File: src/rtl/vseg_pkg.sv
package vseg_pkg;
  localparam int VA_W = 64;

  typedef enum logic [1:0] {
    LVL_USER   = 2'd0,
    LVL_SUPER  = 2'd1,
    LVL_KERNEL = 2'd2
  } level_t;

  typedef enum logic [1:0] {
    FLT_NONE  = 2'd0,
    FLT_LOAD  = 2'd1,
    FLT_STORE = 2'd2
  } fault_t;

  typedef struct packed {
    level_t            need;
    logic              mapped;
    logic              compat;
    logic [VA_W-1:0]   direct_pa;
  } seg_info_t;

  function automatic level_t rank_of(input logic [1:0] code);
    return (code == 2'd3) ? LVL_KERNEL : level_t'(code);
  endfunction
endpackage

File: src/rtl/vseg_region_decode.sv
module vseg_region_decode
  import vseg_pkg::*;
#(
  parameter int XKPHYS_HI = 58,
  parameter int COMPAT_HI = 28
) (
  input  logic [VA_W-1:0] va,
  output seg_info_t       info
);
  localparam int WIN_LO  = COMPAT_HI + 3;
  localparam int WIN_W   = 62 - WIN_LO;

  logic [1:0] region;
  logic [1:0] sub;
  logic       compat;

  assign region = va[63:62];
  assign sub    = va[COMPAT_HI+2:COMPAT_HI+1];
  assign compat = (va[61:WIN_LO] == {WIN_W{1'b1}});

  always_comb begin
    info.need      = LVL_KERNEL;
    info.mapped    = 1'b1;
    info.compat    = compat;
    info.direct_pa = '0;
    unique case (region)
      2'b00: info.need = LVL_USER;
      2'b01: info.need = LVL_SUPER;
      2'b10: begin
        info.mapped    = 1'b0;
        info.direct_pa = {{(VA_W-XKPHYS_HI-1){1'b0}}, va[XKPHYS_HI:0]};
      end
      default: begin
        if (compat) begin
          unique case (sub)
            2'b11: info.need = LVL_KERNEL;
            2'b10: info.need = LVL_SUPER;
            default: begin
              info.mapped    = 1'b0;
              info.direct_pa = {{(VA_W-COMPAT_HI-1){1'b0}}, va[COMPAT_HI:0]};
            end
          endcase
        end
      end
    endcase
  end
endmodule

File: src/rtl/vseg_limit_check.sv
module vseg_limit_check
  import vseg_pkg::*;
#(
  parameter logic [63:0] MAX_VA = 64'h0000_00FF_FFFF_FFFF,
  parameter logic [63:0] MAX_PA = 64'h0000_000F_FFFF_FFFF
) (
  input  logic [VA_W-1:0] va,
  input  seg_info_t       info,
  input  logic [1:0]      cur_level,
  input  logic            is_store,
  output fault_t          fault,
  output logic            mapped,
  output logic [VA_W-1:0] pa
);
  localparam logic [63:0] VA_LIM = MAX_VA;
  localparam logic [63:0] PA_LIM = MAX_PA;

  logic   priv_bad;
  logic   va_bad;
  logic   pa_bad;
  fault_t err_code;

  assign priv_bad = rank_of(cur_level) < info.need;
  assign va_bad   = info.mapped && !info.compat && ({2'b00, va[61:0]} > VA_LIM);
  assign pa_bad   = !info.mapped && (info.direct_pa > PA_LIM);
  assign err_code = is_store ? FLT_STORE : FLT_LOAD;

  always_comb begin
    fault  = FLT_NONE;
    mapped = 1'b0;
    pa     = '0;
    if (priv_bad) begin
      fault = err_code;
    end else if (va_bad || pa_bad) begin
      fault = err_code;
    end else if (info.mapped) begin
      mapped = 1'b1;
    end else begin
      pa = info.direct_pa;
    end
  end
endmodule

File: src/rtl/vseg_decoder.sv
module vseg_decoder
  import vseg_pkg::*;
#(
  parameter logic [63:0] MAX_VA = 64'h0000_00FF_FFFF_FFFF,
  parameter logic [63:0] MAX_PA = 64'h0000_000F_FFFF_FFFF
) (
  input  logic        clk,
  input  logic        rst,
  input  logic        req_valid,
  input  logic [63:0] vaddr,
  input  logic [1:0]  cur_level,
  input  logic        is_store,
  output logic        rsp_valid,
  output logic        rsp_mapped,
  output logic [63:0] rsp_paddr,
  output logic [1:0]  rsp_fault
);
  seg_info_t       seg;
  fault_t          nx_fault;
  logic            nx_mapped;
  logic [VA_W-1:0] nx_pa;

  vseg_region_decode u_dec (
    .va   (vaddr),
    .info (seg)
  );

  vseg_limit_check #(
    .MAX_VA (MAX_VA),
    .MAX_PA (MAX_PA)
  ) u_chk (
    .va        (vaddr),
    .info      (seg),
    .cur_level (cur_level),
    .is_store  (is_store),
    .fault     (nx_fault),
    .mapped    (nx_mapped),
    .pa        (nx_pa)
  );

  always_ff @(posedge clk) begin
    if (rst || !req_valid) begin
      rsp_valid  <= 1'b0;
      rsp_mapped <= 1'b0;
      rsp_paddr  <= '0;
      rsp_fault  <= FLT_NONE;
    end else begin
      rsp_valid  <= 1'b1;
      rsp_mapped <= nx_mapped;
      rsp_paddr  <= nx_pa;
      rsp_fault  <= nx_fault;
    end
  end
endmodule

File: config.mk
export PLATFORM = sky130hd
export DESIGN_NAME = vseg_decoder
export DESIGN_NICKNAME = d
export VERILOG_FILES = /design/src/rtl/vseg_pkg.sv /design/src/rtl/vseg_region_decode.sv /design/src/rtl/vseg_limit_check.sv /design/src/rtl/vseg_decoder.sv
export SDC_FILE = /design/constraint.sdc
export NUM_CORES = 1
export LEC_CHECK = 0
export BUFFER_PORTS_ARGS = -buffer_cell sky130_fd_sc_hd__buf_2
export CAP_MARGIN = 10
export CORE_MARGIN = 1
export CORE_UTILIZATION = 44
export DETAILED_ROUTE_END_ITERATION = 12
export GPL_TIMING_DRIVEN = 1
export PLACE_DENSITY = 0.84
export SYNTH_ARGS = -nofsm -noshare
export SYNTH_HDL_FRONTEND = slang
export SYNTH_SLANG_ARGS = --single-unit
File: constraint.sdc
create_clock -name clk -period 5.1 [get_ports clk]
set_clock_uncertainty 0.1 [all_clocks]
set_input_delay 0 -clock clk [delete_from_list [all_inputs] [get_ports clk]]
set_output_delay 0 -clock clk [all_outputs]
set_load 0.005 [all_outputs]
==> flow_metrics.py <==
metrics = {
    "power": {
        "power.leakage_uw": 0.00161,
        "p_clk_share_pct": 41.0,
        "p_int_uw": 804,
        "ir_drop_mv": 0.149,
        "swShare_pct": 21.3,
        "pwr-share-seq_pct": 49.5,
        "power.switching_uw": 218,
        "p_per_area_mw_per_mm2": 301,
        "power.share.combinational_pct": 9.5,
    },
    "min_path": {
        "hold_depth": 5,
        "hold_class": "in2reg",
    },
    "placed_design": {
        "dp_slack_ns": 2.35,
        "io_buffers": 132,
        "placed_cell_area_mm2": 0.00280,
        "place.gp.congestion": 0.776,
        "place_hpwl_um": 3510,
    },
    "worst_setup_path": {
        "worstPathRequired_ns": 5.26,
        "end_kind": "flip-flop",
        "critPathKind": "in2reg",
        "cp.arrival_ns": 3.64,
        "crit_path_max_fanout": 38,
        "worstSetupStartpointType": "input pin",
    },
    "clock_network": {
        "cts.sinks": 63,
        "clock-root-buffer": "clkbuf_8",
        "cts_resized": 0,
        "cts_buffer_depth": 2,
        "clk_pin_slew_ns": 0.06,
        "cts_max_level": 3,
        "tritoncts": "done",
        "cts_buffers": 9,
    },
    "logic_synthesis": {
        "yosys_most_used_dff": "dfxtp_1",
        "synth_warnings": 0,
        "synth.avg_cell_area_um2": 10.7,
        "synth.distinct_cells": 29,
        "yosysMostFrequentCell": "dfxtp_1",
        "synth_edf_count": 0,
        "synth_common_cells": "dfxtp_1, nand2_1, nor3_1",
        "yosys_register_bits": 63,
        "netlist.top_cell.by_area": "dfxtp_1",
        "synth_top_cells_by_area": "dfxtp_1, nand2_1, nor3_2",
        "synthCells": 191,
        "yosysTopAreaCellShare_pct": 61.8,
        "postSynth.asyncResetShare_pct": 0,
        "synthesis.area_mm2": 0.00204,
        "seq_area_frac_synth_pct": 61.8,
    },
    "routing": {
        "met1Wirelength_um": 2310,
        "route.met2.wl_um": 3460,
        "highest_layer": "met4",
        "viasPerCell": 4.81,
        "dr.pass1.iters": 4,
        "num_vias": 2126,
        "route.antenna.remaining_nets": 0,
        "drtIter0Drc": 117,
        "routed_wl_um": 6330,
        "drc_errors": 0,
        "routedWlPerCell_um": 14.3,
        "met3_length_um": 424,
    },
    "run": {
        "maxCapViolations": 0,
    },
    "grt": {
        "gr-usage-all-layers_pct": 26.5,
        "grt_start_max_net_pins": 39,
        "antenna_found_initial": 0,
        "grt_pass1_vias": 2086,
        "grt_pass1_wl_um": 9910,
        "grt-ovfl-total": 0,
    },
    "sta": {
        "hold_ws_ns": 0.157,
        "finalCritPeriodShare_pct": 68.3,
        "worstMarginPinSlew_ns": 1.09,
        "fmax_ghz": 0.287,
        "fin_tns_setup_ns": 0,
        "setup_viol": 0,
        "slew_headroom_pct": 26.9,
        "slew_viol_final": 0,
        "finalWorstSetupSlack_ns": 1.62,
        "finalCriticalPeriod_ns": 3.48,
        "rsz0062_at_grt": "false",
        "hold_viol_final": 0,
    },
    "status": {
        "run_status": "finished, final reports clean",
    },
    "cells_and_area": {
        "design_area_mm2": 0.00340,
        "synthToLayoutAreaGrowth_pct": 66.7,
        "drive_gt1_share_pct": 43.1,
        "finalNetCount": 457,
        "fin_util_pct": 77.0,
        "diodes": 0,
    },
    "floorplan": {
        "core_mm2": 0.00441,
        "die_h_um": 70.1,
        "rows": 24,
        "start_util_pct": 46.2,
        "die_area_mm2": 0.00491,
        "die_w_um": 70.1,
        "io_pins": 138,
    },
}
==> critical path, stage by stage <==
cell           delay (ns)
dlygate4sd3_1        0.52
buf_2                0.11
nand4_1              0.11
nor4_2               0.50
nand2_1              0.20
o21ai_0              0.21
ha_1                 0.25
o31a_1               0.11
o2111a_1             0.28
o32ai_4              0.13
buf_4                0.43
nor3b_2              0.23
dlygate4sd3_1        0.55
==> placed cells by master (no fill, tap or decap), drive strengths merged, types with 2 or more instances in the layout <==
cell	instances
and4	2
buf	133
clkbuf	12
conb	28
dfxtp	63
dlygate4sd3	40
inv	3
nand2	36
nand2b	2
nand4	7
nor2	7
nor2b	2
nor3	31
nor4	8
o2111a	2
==> layer usage <==
layer,vias up,global-route usage (%)
li1,1016,-
met4,0,10.9
met1,976,27.9
met3,12,6.93
met5,-,0
met2,122,49.6
==> final timing paths <==
kind | from | endpoint | slack, ns
max | vaddr[33] | rsp_fault[0] | 1.62
min | vaddr[62] | rsp_paddr[31] | 0.16
==> layout make-up <==
class,instances,area [um2]
clock buffers,12,155
clock inverters,3,42.5
fillers,277,1010
inverters,3,11.3
multi-input cells,136,796
flip-flops and latches,63,1260
well taps,52,65.1
repair buffers,173,1070
==> flip-flops by register name (all words and copies together), names as in the netlist <==
| signal | count |
|---|---|
| rsp_paddr | 59 |
| rsp_mapped | 1 |
| rsp_valid | 1 |
| rsp_fault | 2 |
==> power groups by stage <==
stage               Sequential (uW)  Clock (uW)  Combinational, uW
finish                          506         419               97.0
global route                    506         446                106
CTS                             505         426               93.4
detailed placement              516           0               70.7
global placement                515           0               69.6
floorplan                       518           0               26.3
==> through the flow <==
stage | cells | total power, uW
6_report | 442 | 1020
5_1_grt | 442 | 1060
4_1_cts | 442 | 1020
3_5_place_dp | 387 | 587
3_3_place_gp | 387 | 585
2_1_floorplan | 218 | 544
==> logic make-up (layout without fill, tap and decap cells) <==
logic type	count (synthesis)	in the layout	synth area share [%]
AO/OA/AOI/OAI	6	6	3.01
buffers and inverters	19	191	5.58
AND/OR/NAND/NOR	100	100	28.2
other	1	28	0.184
multiplexers	1	1	0.552
adder cells (fa/ha/maj)	1	1	0.613
flip-flops	63	63	61.8
==> timing repair <==
item                                   4_1_cts  5_1_grt
setup buffers                                0        0
hold buffers                                40        0
endpoints found under the hold margin       38        0
(Power assumes the default switching activity.)
